### src/rtl/msg_nic_pkg.sv
package msg_nic_pkg;
  localparam int ADDR_W = 5;

  localparam logic [ADDR_W-1:0] A_SEND_BASE = 5'd0;
  localparam logic [ADDR_W-1:0] A_RECV_BASE = 5'd8;
  localparam logic [ADDR_W-1:0] A_LEN       = 5'd16;
  localparam logic [ADDR_W-1:0] A_CMD       = 5'd17;
  localparam logic [ADDR_W-1:0] A_STAT      = 5'd18;
  localparam logic [ADDR_W-1:0] A_CTRL      = 5'd19;

  localparam int CMD_LAUNCH  = 0;
  localparam int CMD_DISPOSE = 1;

  localparam int ST_BUSY    = 0;
  localparam int ST_DERR    = 1;
  localparam int ST_PRESENT = 2;
  localparam int ST_LEN_LSB = 4;

  localparam int CTRL_IRQ_EN = 0;
endpackage

### src/rtl/nic_fifo.sv
module nic_fifo #(
  parameter int W     = 34,
  parameter int DEPTH = 16
) (
  input  logic                         clk,
  input  logic                         rst,
  input  logic                         push,
  input  logic [W-1:0]                 din,
  input  logic                         pop,
  output logic [W-1:0]                 dout,
  output logic [$clog2(DEPTH+1)-1:0]   count,
  output logic                         empty
);
  localparam int AW = (DEPTH > 1) ? $clog2(DEPTH) : 1;
  localparam int CW = $clog2(DEPTH+1);

  logic [W-1:0]  mem [DEPTH];
  logic [AW-1:0] wp, rp;
  logic [CW-1:0] cnt;
  logic          do_push, do_pop;

  assign do_push = push && (cnt != CW'(DEPTH));
  assign do_pop  = pop && (cnt != '0);

  always_ff @(posedge clk) begin
    if (do_push) mem[wp] <= din;
  end

  always_ff @(posedge clk) begin
    if (rst) begin
      wp  <= '0;
      rp  <= '0;
      cnt <= '0;
    end else begin
      if (do_push) wp <= (wp == AW'(DEPTH-1)) ? '0 : wp + AW'(1);
      if (do_pop)  rp <= (rp == AW'(DEPTH-1)) ? '0 : rp + AW'(1);
      case ({do_push, do_pop})
        2'b10:   cnt <= cnt + CW'(1);
        2'b01:   cnt <= cnt - CW'(1);
        default: cnt <= cnt;
      endcase
    end
  end

  assign dout  = mem[rp];
  assign count = cnt;
  assign empty = (cnt == '0);
endmodule

### src/rtl/nic_tx_stage.sv
module nic_tx_stage #(
  parameter int DW        = 32,
  parameter int MAX_WORDS = 8,
  parameter int OF_DEPTH  = 16
) (
  input  logic                          clk,
  input  logic                          rst,
  input  logic                          wr_en,
  input  logic [$clog2(MAX_WORDS)-1:0]  wr_idx,
  input  logic [DW-1:0]                 wr_data,
  input  logic                          len_we,
  input  logic [$clog2(MAX_WORDS)-1:0]  len_in,
  input  logic                          launch_req,
  input  logic [$clog2(OF_DEPTH+1)-1:0] of_count,
  input  logic [$clog2(MAX_WORDS)-1:0]  rd_idx,
  output logic [DW-1:0]                 rd_word,
  output logic [$clog2(MAX_WORDS)-1:0]  len_m1,
  output logic                          busy,
  output logic                          sending,
  output logic                          push,
  output logic [DW+1:0]                 push_flit
);
  localparam int WIDX_W = $clog2(MAX_WORDS);
  localparam int CNT_W  = $clog2(OF_DEPTH+1);

  logic [DW-1:0]     words [MAX_WORDS];
  logic [WIDX_W-1:0] len_q, idx_q;
  logic              busy_q, send_q;
  logic [CNT_W:0]    room, need;
  logic              fits;

  assign room = (CNT_W+1)'(OF_DEPTH) - {1'b0, of_count};
  assign need = (CNT_W+1)'(len_q) + (CNT_W+1)'(1);
  assign fits = (room >= need);

  always_ff @(posedge clk) begin
    if (rst) begin
      for (int i = 0; i < MAX_WORDS; i++) words[i] <= '0;
    end else if (wr_en) begin
      words[wr_idx] <= wr_data;
    end
  end

  always_ff @(posedge clk) begin
    if (rst) begin
      len_q  <= '0;
      idx_q  <= '0;
      busy_q <= 1'b0;
      send_q <= 1'b0;
    end else begin
      if (len_we) len_q <= len_in;
      if (send_q) begin
        if (idx_q == len_q) send_q <= 1'b0;
        else                idx_q  <= idx_q + WIDX_W'(1);
      end else if (launch_req) begin
        if (fits) begin
          send_q <= 1'b1;
          idx_q  <= '0;
          busy_q <= 1'b0;
        end else begin
          busy_q <= 1'b1;
        end
      end
    end
  end

  assign push      = send_q;
  assign push_flit = {idx_q == '0, idx_q == len_q, words[idx_q]};
  assign rd_word   = words[rd_idx];
  assign len_m1    = len_q;
  assign busy      = busy_q;
  assign sending   = send_q;
endmodule

### src/rtl/nic_rx_window.sv
module nic_rx_window #(
  parameter int DW        = 32,
  parameter int MAX_WORDS = 8
) (
  input  logic                         clk,
  input  logic                         rst,
  input  logic                         in_avail,
  input  logic [DW+1:0]                in_flit,
  output logic                         in_pop,
  input  logic                         dispose_req,
  input  logic                         clr_err,
  input  logic [$clog2(MAX_WORDS)-1:0] rd_idx,
  output logic [DW-1:0]                rd_word,
  output logic                         present,
  output logic [$clog2(MAX_WORDS)-1:0] len_m1,
  output logic                         derr
);
  localparam int WIDX_W = $clog2(MAX_WORDS);
  localparam int FILL_W = WIDX_W + 1;

  logic [DW-1:0]     win [MAX_WORDS];
  logic [FILL_W-1:0] fill, pos;
  logic              pres_q, derr_q;
  logic [WIDX_W-1:0] len_q;
  logic              f_head, f_tail;
  logic [DW-1:0]     f_data;

  assign {f_head, f_tail, f_data} = in_flit;
  assign in_pop = in_avail && !pres_q;
  assign pos    = f_head ? '0 : fill;

  always_ff @(posedge clk) begin
    if (in_pop && (pos < FILL_W'(MAX_WORDS))) win[pos[WIDX_W-1:0]] <= f_data;
  end

  always_ff @(posedge clk) begin
    if (rst) begin
      fill   <= '0;
      pres_q <= 1'b0;
      derr_q <= 1'b0;
      len_q  <= '0;
    end else begin
      if (in_pop) begin
        if (f_tail) begin
          pres_q <= 1'b1;
          fill   <= '0;
          len_q  <= (pos >= FILL_W'(MAX_WORDS)) ? WIDX_W'(MAX_WORDS-1) : pos[WIDX_W-1:0];
        end else begin
          fill <= (pos == FILL_W'(MAX_WORDS)) ? pos : pos + FILL_W'(1);
        end
      end
      if (dispose_req) begin
        if (pres_q) pres_q <= 1'b0;
        else        derr_q <= 1'b1;
      end else if (clr_err) begin
        derr_q <= 1'b0;
      end
    end
  end

  assign rd_word = win[rd_idx];
  assign present = pres_q;
  assign len_m1  = len_q;
  assign derr    = derr_q;
endmodule

### src/rtl/msg_nic.sv
module msg_nic
  import msg_nic_pkg::*;
#(
  parameter int DW        = 32,
  parameter int MAX_WORDS = 8,
  parameter int OF_DEPTH  = 16,
  parameter int IF_DEPTH  = 16
) (
  input  logic              clk,
  input  logic              rst,
  input  logic              reg_wr,
  input  logic [ADDR_W-1:0] reg_addr,
  input  logic [DW-1:0]     reg_wdata,
  output logic [DW-1:0]     reg_rdata,
  output logic              reg_stall,
  output logic              tx_valid,
  input  logic              tx_ready,
  output logic [DW-1:0]     tx_data,
  output logic              tx_head,
  output logic              tx_tail,
  input  logic              rx_valid,
  output logic              rx_ready,
  input  logic [DW-1:0]     rx_data,
  input  logic              rx_head,
  input  logic              rx_tail,
  output logic              irq
);
  localparam int WIDX_W = $clog2(MAX_WORDS);
  localparam int OCW    = $clog2(OF_DEPTH+1);
  localparam int ICW    = $clog2(IF_DEPTH+1);
  localparam int FW     = DW + 2;

  logic              wr_ok, send_we, len_we, launch_req, dispose_req, clr_err;
  logic [WIDX_W-1:0] idx;
  logic [DW-1:0]     tx_word, rx_word, rd_next;
  logic [WIDX_W-1:0] tx_len, rx_len;
  logic              tx_busy, tx_sending, of_push, of_empty;
  logic [FW-1:0]     of_in, of_out, if_out;
  logic [OCW-1:0]    of_count;
  logic [ICW-1:0]    if_count;
  logic              if_empty, if_pop, if_push;
  logic              rx_present, rx_derr;
  logic              irq_en_q, irq_q;
  logic [DW-1:0]     rdata_q;

  assign wr_ok       = reg_wr && !tx_sending;
  assign idx         = reg_addr[WIDX_W-1:0];
  assign send_we     = wr_ok && (reg_addr < A_RECV_BASE);
  assign len_we      = wr_ok && (reg_addr == A_LEN);
  assign launch_req  = wr_ok && (reg_addr == A_CMD) && reg_wdata[CMD_LAUNCH];
  assign dispose_req = wr_ok && (reg_addr == A_CMD) && reg_wdata[CMD_DISPOSE];
  assign clr_err     = wr_ok && (reg_addr == A_STAT) && reg_wdata[ST_DERR];

  nic_tx_stage #(.DW(DW), .MAX_WORDS(MAX_WORDS), .OF_DEPTH(OF_DEPTH)) tx_stage_i (
    .clk(clk), .rst(rst),
    .wr_en(send_we), .wr_idx(idx), .wr_data(reg_wdata),
    .len_we(len_we), .len_in(reg_wdata[WIDX_W-1:0]),
    .launch_req(launch_req), .of_count(of_count),
    .rd_idx(idx), .rd_word(tx_word),
    .len_m1(tx_len), .busy(tx_busy), .sending(tx_sending),
    .push(of_push), .push_flit(of_in)
  );

  nic_fifo #(.W(FW), .DEPTH(OF_DEPTH)) out_q_i (
    .clk(clk), .rst(rst),
    .push(of_push), .din(of_in),
    .pop(tx_ready), .dout(of_out),
    .count(of_count), .empty(of_empty)
  );

  assign tx_valid = !of_empty;
  assign {tx_head, tx_tail, tx_data} = of_out;

  assign rx_ready = (if_count != ICW'(IF_DEPTH));
  assign if_push  = rx_valid && rx_ready;

  nic_fifo #(.W(FW), .DEPTH(IF_DEPTH)) in_q_i (
    .clk(clk), .rst(rst),
    .push(if_push), .din({rx_head, rx_tail, rx_data}),
    .pop(if_pop), .dout(if_out),
    .count(if_count), .empty(if_empty)
  );

  nic_rx_window #(.DW(DW), .MAX_WORDS(MAX_WORDS)) rx_win_i (
    .clk(clk), .rst(rst),
    .in_avail(!if_empty), .in_flit(if_out), .in_pop(if_pop),
    .dispose_req(dispose_req), .clr_err(clr_err),
    .rd_idx(idx), .rd_word(rx_word),
    .present(rx_present), .len_m1(rx_len), .derr(rx_derr)
  );

  always_comb begin
    rd_next = '0;
    if (reg_addr < A_RECV_BASE) begin
      rd_next = tx_word;
    end else if (reg_addr < A_LEN) begin
      rd_next = rx_word;
    end else begin
      case (reg_addr)
        A_LEN:  rd_next[WIDX_W-1:0] = tx_len;
        A_STAT: begin
          rd_next[ST_BUSY]                  = tx_busy;
          rd_next[ST_DERR]                  = rx_derr;
          rd_next[ST_PRESENT]               = rx_present;
          rd_next[ST_LEN_LSB +: WIDX_W]     = rx_len;
        end
        A_CTRL: rd_next[CTRL_IRQ_EN] = irq_en_q;
        default: rd_next = '0;
      endcase
    end
  end

  always_ff @(posedge clk) begin
    if (rst) begin
      rdata_q  <= '0;
      irq_en_q <= 1'b0;
      irq_q    <= 1'b0;
    end else begin
      rdata_q <= rd_next;
      if (wr_ok && (reg_addr == A_CTRL)) irq_en_q <= reg_wdata[CTRL_IRQ_EN];
      irq_q <= rx_present && irq_en_q;
    end
  end

  assign reg_rdata = rdata_q;
  assign reg_stall = tx_sending;
  assign irq       = irq_q;
endmodule

### config.mk
export PLATFORM = sky130hd
export DESIGN_NAME = msg_nic
export DESIGN_NICKNAME = d
export VERILOG_FILES = /design/src/rtl/msg_nic_pkg.sv /design/src/rtl/nic_fifo.sv /design/src/rtl/nic_tx_stage.sv /design/src/rtl/nic_rx_window.sv /design/src/rtl/msg_nic.sv
export SDC_FILE = /design/constraint.sdc
export NUM_CORES = 2
export LEC_CHECK = 0
export BUFFER_PORTS_ARGS = -buffer_cell sky130_fd_sc_hd__buf_4
export CORE_ASPECT_RATIO = 1.1
export CORE_UTILIZATION = 50
export DETAILED_ROUTE_END_ITERATION = 10
export PLACE_DENSITY = 0.66
export SLEW_MARGIN = 20
export SYNTH_ARGS = -nofsm -noshare
export SYNTH_HDL_FRONTEND = slang
export SYNTH_SLANG_ARGS = --single-unit
### constraint.sdc
create_clock -name clk -period 12.2 [get_ports clk]
set_clock_uncertainty 0.1 [all_clocks]
set_input_delay 2.44 -clock clk [delete_from_list [all_inputs] [get_ports clk]]
set_output_delay 2.44 -clock clk [all_outputs]
set_load 0.05 [all_outputs]
## Word-level counts from Yosys, hierarchy flattened

Memories as Yosys holds them, arrays and structs flattened. A register that Yosys moved wholly into a read port is not among the register bits.
Index checks and enable logic that the tools add are counted.

- Bitwise logic cells: 1
- Reduce and logical (&&, ||, !) cells: 36
- Add/sub/neg operators: 12
- Equality and inequality tests: 18
- Order comparisons: 5
- Mux-type cells: 51

Operator list:

| kind | number |
|---|---|
| $mux W32 | 3 |
| $mux W4 | 11 |
| $reduce_or A32 Y1 | 1 |
| $mux W3 | 9 |
| $mux W1 | 24 |
| $add A4 B1 Y4 const B | 5 |
| $eq A4 B4 Y1 const B | 5 |
| $eq A5 B5 Y1 const B | 4 |
| $pmux W5 S2 | 2 |
| $logic_and A1 B1 Y1 | 17 |
| $add A5 B1 Y5 const B | 2 |
| $logic_not A5 Y1 | 2 |
| $ne A5 B5 Y1 const B | 2 |
| $reduce_bool A2 Y1 | 5 |
| $reduce_bool A5 Y1 | 2 |
| $sub A5 B1 Y5 const B | 2 |
| $ge A6 B6 Y1 | 1 |
| $reduce_and A2 Y1 | 3 |
| $sub A5 B5 Y6 const A | 1 |
| $lt A5 B4 Y1 const B | 1 |
| $lt A5 B5 Y1 const B | 1 |
| $add A3 B1 Y4 const B | 1 |
| $eq A2 B1 Y1 const B | 2 |
| $eq A2 B2 Y1 const B | 2 |
| other kinds (11) | 15 |

- Output and inout port bits: 70
- Input bits: 76
- Bits in writable memories: 1600
- Word-level logic and storage cells: 144
- Memories kept: 4
- Flip-flop bits (word level): 77

Memories:

| memory | words | width | rd ports | clocked after memory_dff | write ports | RTL line | text |
|---|---|---|---|---|---|---|---|
| in_q_i.mem | 16 | 34 | 1 | 1 | 1 | nic_fifo.sv:17 | `logic [W-1:0] mem [DEPTH];` |
| out_q_i.mem | 16 | 34 | 1 | 1 | 1 | nic_fifo.sv:17 |  |
| rx_win_i.win | 8 | 32 | 1 | 0 | 1 | nic_rx_window.sv:21 | `logic [DW-1:0] win [MAX_WORDS];` |
| tx_stage_i.words | 8 | 32 | 2 | 1 | 8 | nic_tx_stage.sv:26 | `logic [DW-1:0] words [MAX_WORDS];` |

## Depth between registers and ports, before layout

- Depth after elaboration: 8
- Mapped depth: 14
- Mapped depth without buffers: 14

## By module

From an unflattened synthesis, not the netlist that was laid out.

- Cells, all modules: 3276
- Area total of the unflattened synthesis: 68510.7 µm²

Modules (own cells, without submodules):

| module | cells each | times used | area each (µm²) | seq. area each (µm²) |
|---|---|---|---|---|
| nic_fifo at in_q_i | 870 | 1 | 21404.3 | 16676.0 |
| nic_fifo at out_q_i | 953 | 1 | 21314.2 | 16676.0 |
| nic_tx_stage | 859 | 1 | 14031.0 | 7907.6 |
| nic_rx_window | 443 | 1 | 10321.1 | 7867.5 |
| msg_nic | 151 | 1 | 1440.1 | 680.7 |

## Least setup slack after synthesis

Ideal clock, no wire load.

- Path kind: in2reg
- From: input reg_addr[2]
- To: memory tx_stage_i.words[6][0], enable pin
- Path buffers: 3
- Setup time: 0.466 ns
- Path slack: 6.045 ns
- Required time: 11.634 ns
- Data arrival time: 5.589 ns
- Stages on the path: 5
- Cell sequence: clkbuf_1 -> buf_2 -> buf_1 -> nand2_1 -> o21ai_0

RTL lines:

| element | RTL line | text |
|---|---|---|
| from (decl) | msg_nic.sv:12 | `input logic [ADDR_W-1:0] reg_addr,` |
| to (decl) | nic_tx_stage.sv:26 |  |

==> results.md <==
* Outcome: complete, no violations
* Antenna violations before repair at 12
* Total Routing Usage GR at a little under a quarter
* Peak Freq at between 150 and 200 MHz
* First-pass GRT wire length at 228000 µm
* WS Path Type: reg2out
* Top cells by count, synth: 1600 x edfxtp_1, 528 x mux4_2, 274 x and2_1
* Initial Util at between 50% and 60%
* Final worst path period share at roughly 54%
* Cts bufs inserted at ~170
* Worst VDD drop at around 0.16 mV
* Placer Congestion at 0.748
* Seq/Total Area, Yosys at roughly 74%
* Reg area at 0.0498 mm²
* Die Area at between 0.1 and 0.15 mm²
* Post-synth EDFFs at 1600
* Clock Latency Late Sink at around 0.79 ns
* Pwr Total at around 13 mW
* Hold Startpoint: tx_stage_i.busy
* Top_reg_cell synth: edfxtp_1
* Initial DRT Pass Iterations at 5
* RSZ-0062 raised after global routing: false
* Critical Path RT at 9.66 ns
* Final HPWL DP at 85700 µm
* GR Overflow Total at 0
* Critical Path AT at about 4 ns
* Root Driver: clkbuf_16
* Flops & latches, synth at 1688
* Hold slack at roughly 0.37 ns
* Synth warn at 0
* CTS max path bufs at 3
* Clock-pin slew on the worst setup and hold paths at approximately 0.060 ns
* Post-CTS setup buffers at 0
* Setup tns final at 0 ns
* Hold crit path type: reg2reg
* Synth Instances at about 3200
* Syn_area_per_cell at 21.3 µm²
* Clk sink count at ~1700
* CTS tree: done
* Slew of the pin with the lowest slew margin at ~1.2 ns
* Final min period at between 6 and 7 ns
* Max-slew headroom at 20.9%
* Startpoint types: flip-flop
* Yosys top cell by area: edfxtp_1
* DRC viols at 0
* Maximum fanout along the worst path at approximately 50
* Wirelength, routed at ~160000 µm
* Std cell rows at ~140
* Setup Viol. Count Final at 0
* Syn_nets at between 3000 and 4000
* Via/cell ratio at 6.06
* Fillers at a little under 10000
* IO Pins at around 150
* Ys async rst share at 0%
* Detailed Route Iter0 Violations at about 3000
* Max-Cap Viols at 0
* Total Nets Final at ~3500
* Antenna-violating nets left at 0
* Largest net degree at the start of global routing at about 110
* Die Height at slightly below 400 µm
* Netlist cell types at between 50 and 60
* Final Hold Vio Count at 0
* Die Width at ~350 µm
* CTS Hold Bufs at 0
* Core Region at roughly 0.13 mm²
* Vias in the first global route at between 30000 and 40000
* Area delta synth->final at 12.8%
* Resized Gates After CTS at 0
* Multi-input gate area at between 0.015 and 0.02 mm²
* I/O Buffers at 145
* Layout cells sized above 1 at 30.8%
* Most frequent cell after synthesis: edfxtp_1
* Area of the mapped netlist at 0.0677 mm²
* Lkg Pwr at ~24 nW
* Top-area cell type share of the netlist area at between 70% and 80%
* PwrDens at around 170 mW/mm²
* Vias at roughly 32000
* Slew Limit Fails at 0
* WL per Instance at about 30 µm
* H-tree depth at 4
* Critical path endpoint category: output port
* Synth top area cells: edfxtp_1 71%, mux4_2 18%, dfxtp_1 2.6%, and2_1 2.5%, mux2i_1 1.1%
## cells in the final DEF, fill, tap and decap left out, types with 8 or more instances in the layout
master	n
mux2_2	36
mux4_2	528
and2_2	17
nor2_4	19
nand3_1	17
edfxtp_1	1600
dfxtp_1	77
xnor2_1	9
clkinv_1	29
o22a_1	16
clkbuf_16	170
clkinv_2	31
nor2_1	64
bufinv_16	11
xor2_1	10
buf_4	207
o21ai_0	11
nor2b_1	9
o22ai_1	13
inv_1	24
mux2i_1	73
nor3_1	8
and2_1	257
ha_1	30
a21oi_1	38
clkbuf_1	41
nand2_1	41
## flip-flops by register name, summed over array words and instances (netlist names), named ones only
register           cells
in_q_i.count           5
in_q_i.mem           544
in_q_i.rp              4
in_q_i.wp              4
irq                    1
irq_en_q               1
out_q_i.count          5
out_q_i.mem          544
out_q_i.rp             4
out_q_i.wp             4
reg_rdata             32
rx_win_i.derr          1
rx_win_i.fill          4
rx_win_i.len_m1        3
rx_win_i.present       1
rx_win_i.win         256
tx_stage_i.busy        1
tx_stage_i.idx_q       3
tx_stage_i.len_m1      3
tx_stage_i.push        1
tx_stage_i.words     256
## layout make-up
| cell class | count | share of cell area, % |
|---|---|---|
| diodes | 2 | 0.00656 |
| clock buffers | 216 | 5.86 |
| clock inverters | 85 | 1.00 |
| inverters | 25 | 0.123 |
| multi-input cells | 1280 | 22.7 |
| flip-flops and latches | 1688 | 65.3 |
| well taps | 1787 | 2.93 |
| repair buffers | 211 | 2.11 |
## per-layer routing
metal / track usage [%] / share of wire [%]
met1: 29.4 / 39
met2: 40.7 / 53
met3: 4.06 / 6.2
met4: 5.98 / 1.9
met5: 0 / 0.063
## worst max-delay path: stages, from the launching register on
cell and delay [ns]:
dfxtp_4 0.87, buf_4 0.87, mux4_2 0.62, mux4_2 0.54
buf_4 0.22
## report_power, final
group / total (mW) / internal, mW / switching (mW)
Sequential: 6.79 / 6.67 / 0.124
Combinational: 1.35 / 0.591 / 0.759
Clock: 4.94 / 2.82 / 2.12
## per-stage QoR
step	std cells	setup slack [ns]	util (%)	area [µm²]
final	5294	5.65	56.9	76300
after global placement	4991	6.16	52.9	71100
after floorplan	3178	6.04	-	67700
after detailed placement	4991	6.13	52.9	71100
after global routing	5292	5.34	56.9	76300
after CTS	5292	5.46	56.8	76300
## final timing paths
| kind | end | slack (ns) | cells past startpoint |
|---|---|---|---|
| hold / removal | tx_stage_i.busy | 0.37 | 2 |
| hold reg to reg | tx_stage_i.busy | 0.37 | 2 |
| setup reg to reg | rx_win_i.win[6][17] | 7.94 | 7 |
| setup / recovery | tx_data[25] | 5.65 | 4 |
## logic make-up (layout without fill, tap and decap cells)
family | after synthesis | count (layout) | share of synthesized area (%)
other | 0 | 2 | 0
multiplexers | 637 | 637 | 19.2
adder cells (fa/ha/maj) | 32 | 32 | 0.614
flip-flops | 1688 | 1688 | 73.6
buffers and inverters | 210 | 537 | 1.27
AO/OA/AOI/OAI | 115 | 115 | 1.10
AND/OR/NAND/NOR | 477 | 477 | 3.95
XOR/XNOR | 19 | 19 | 0.246
Note: power is estimated with default switching activity, not from simulation.
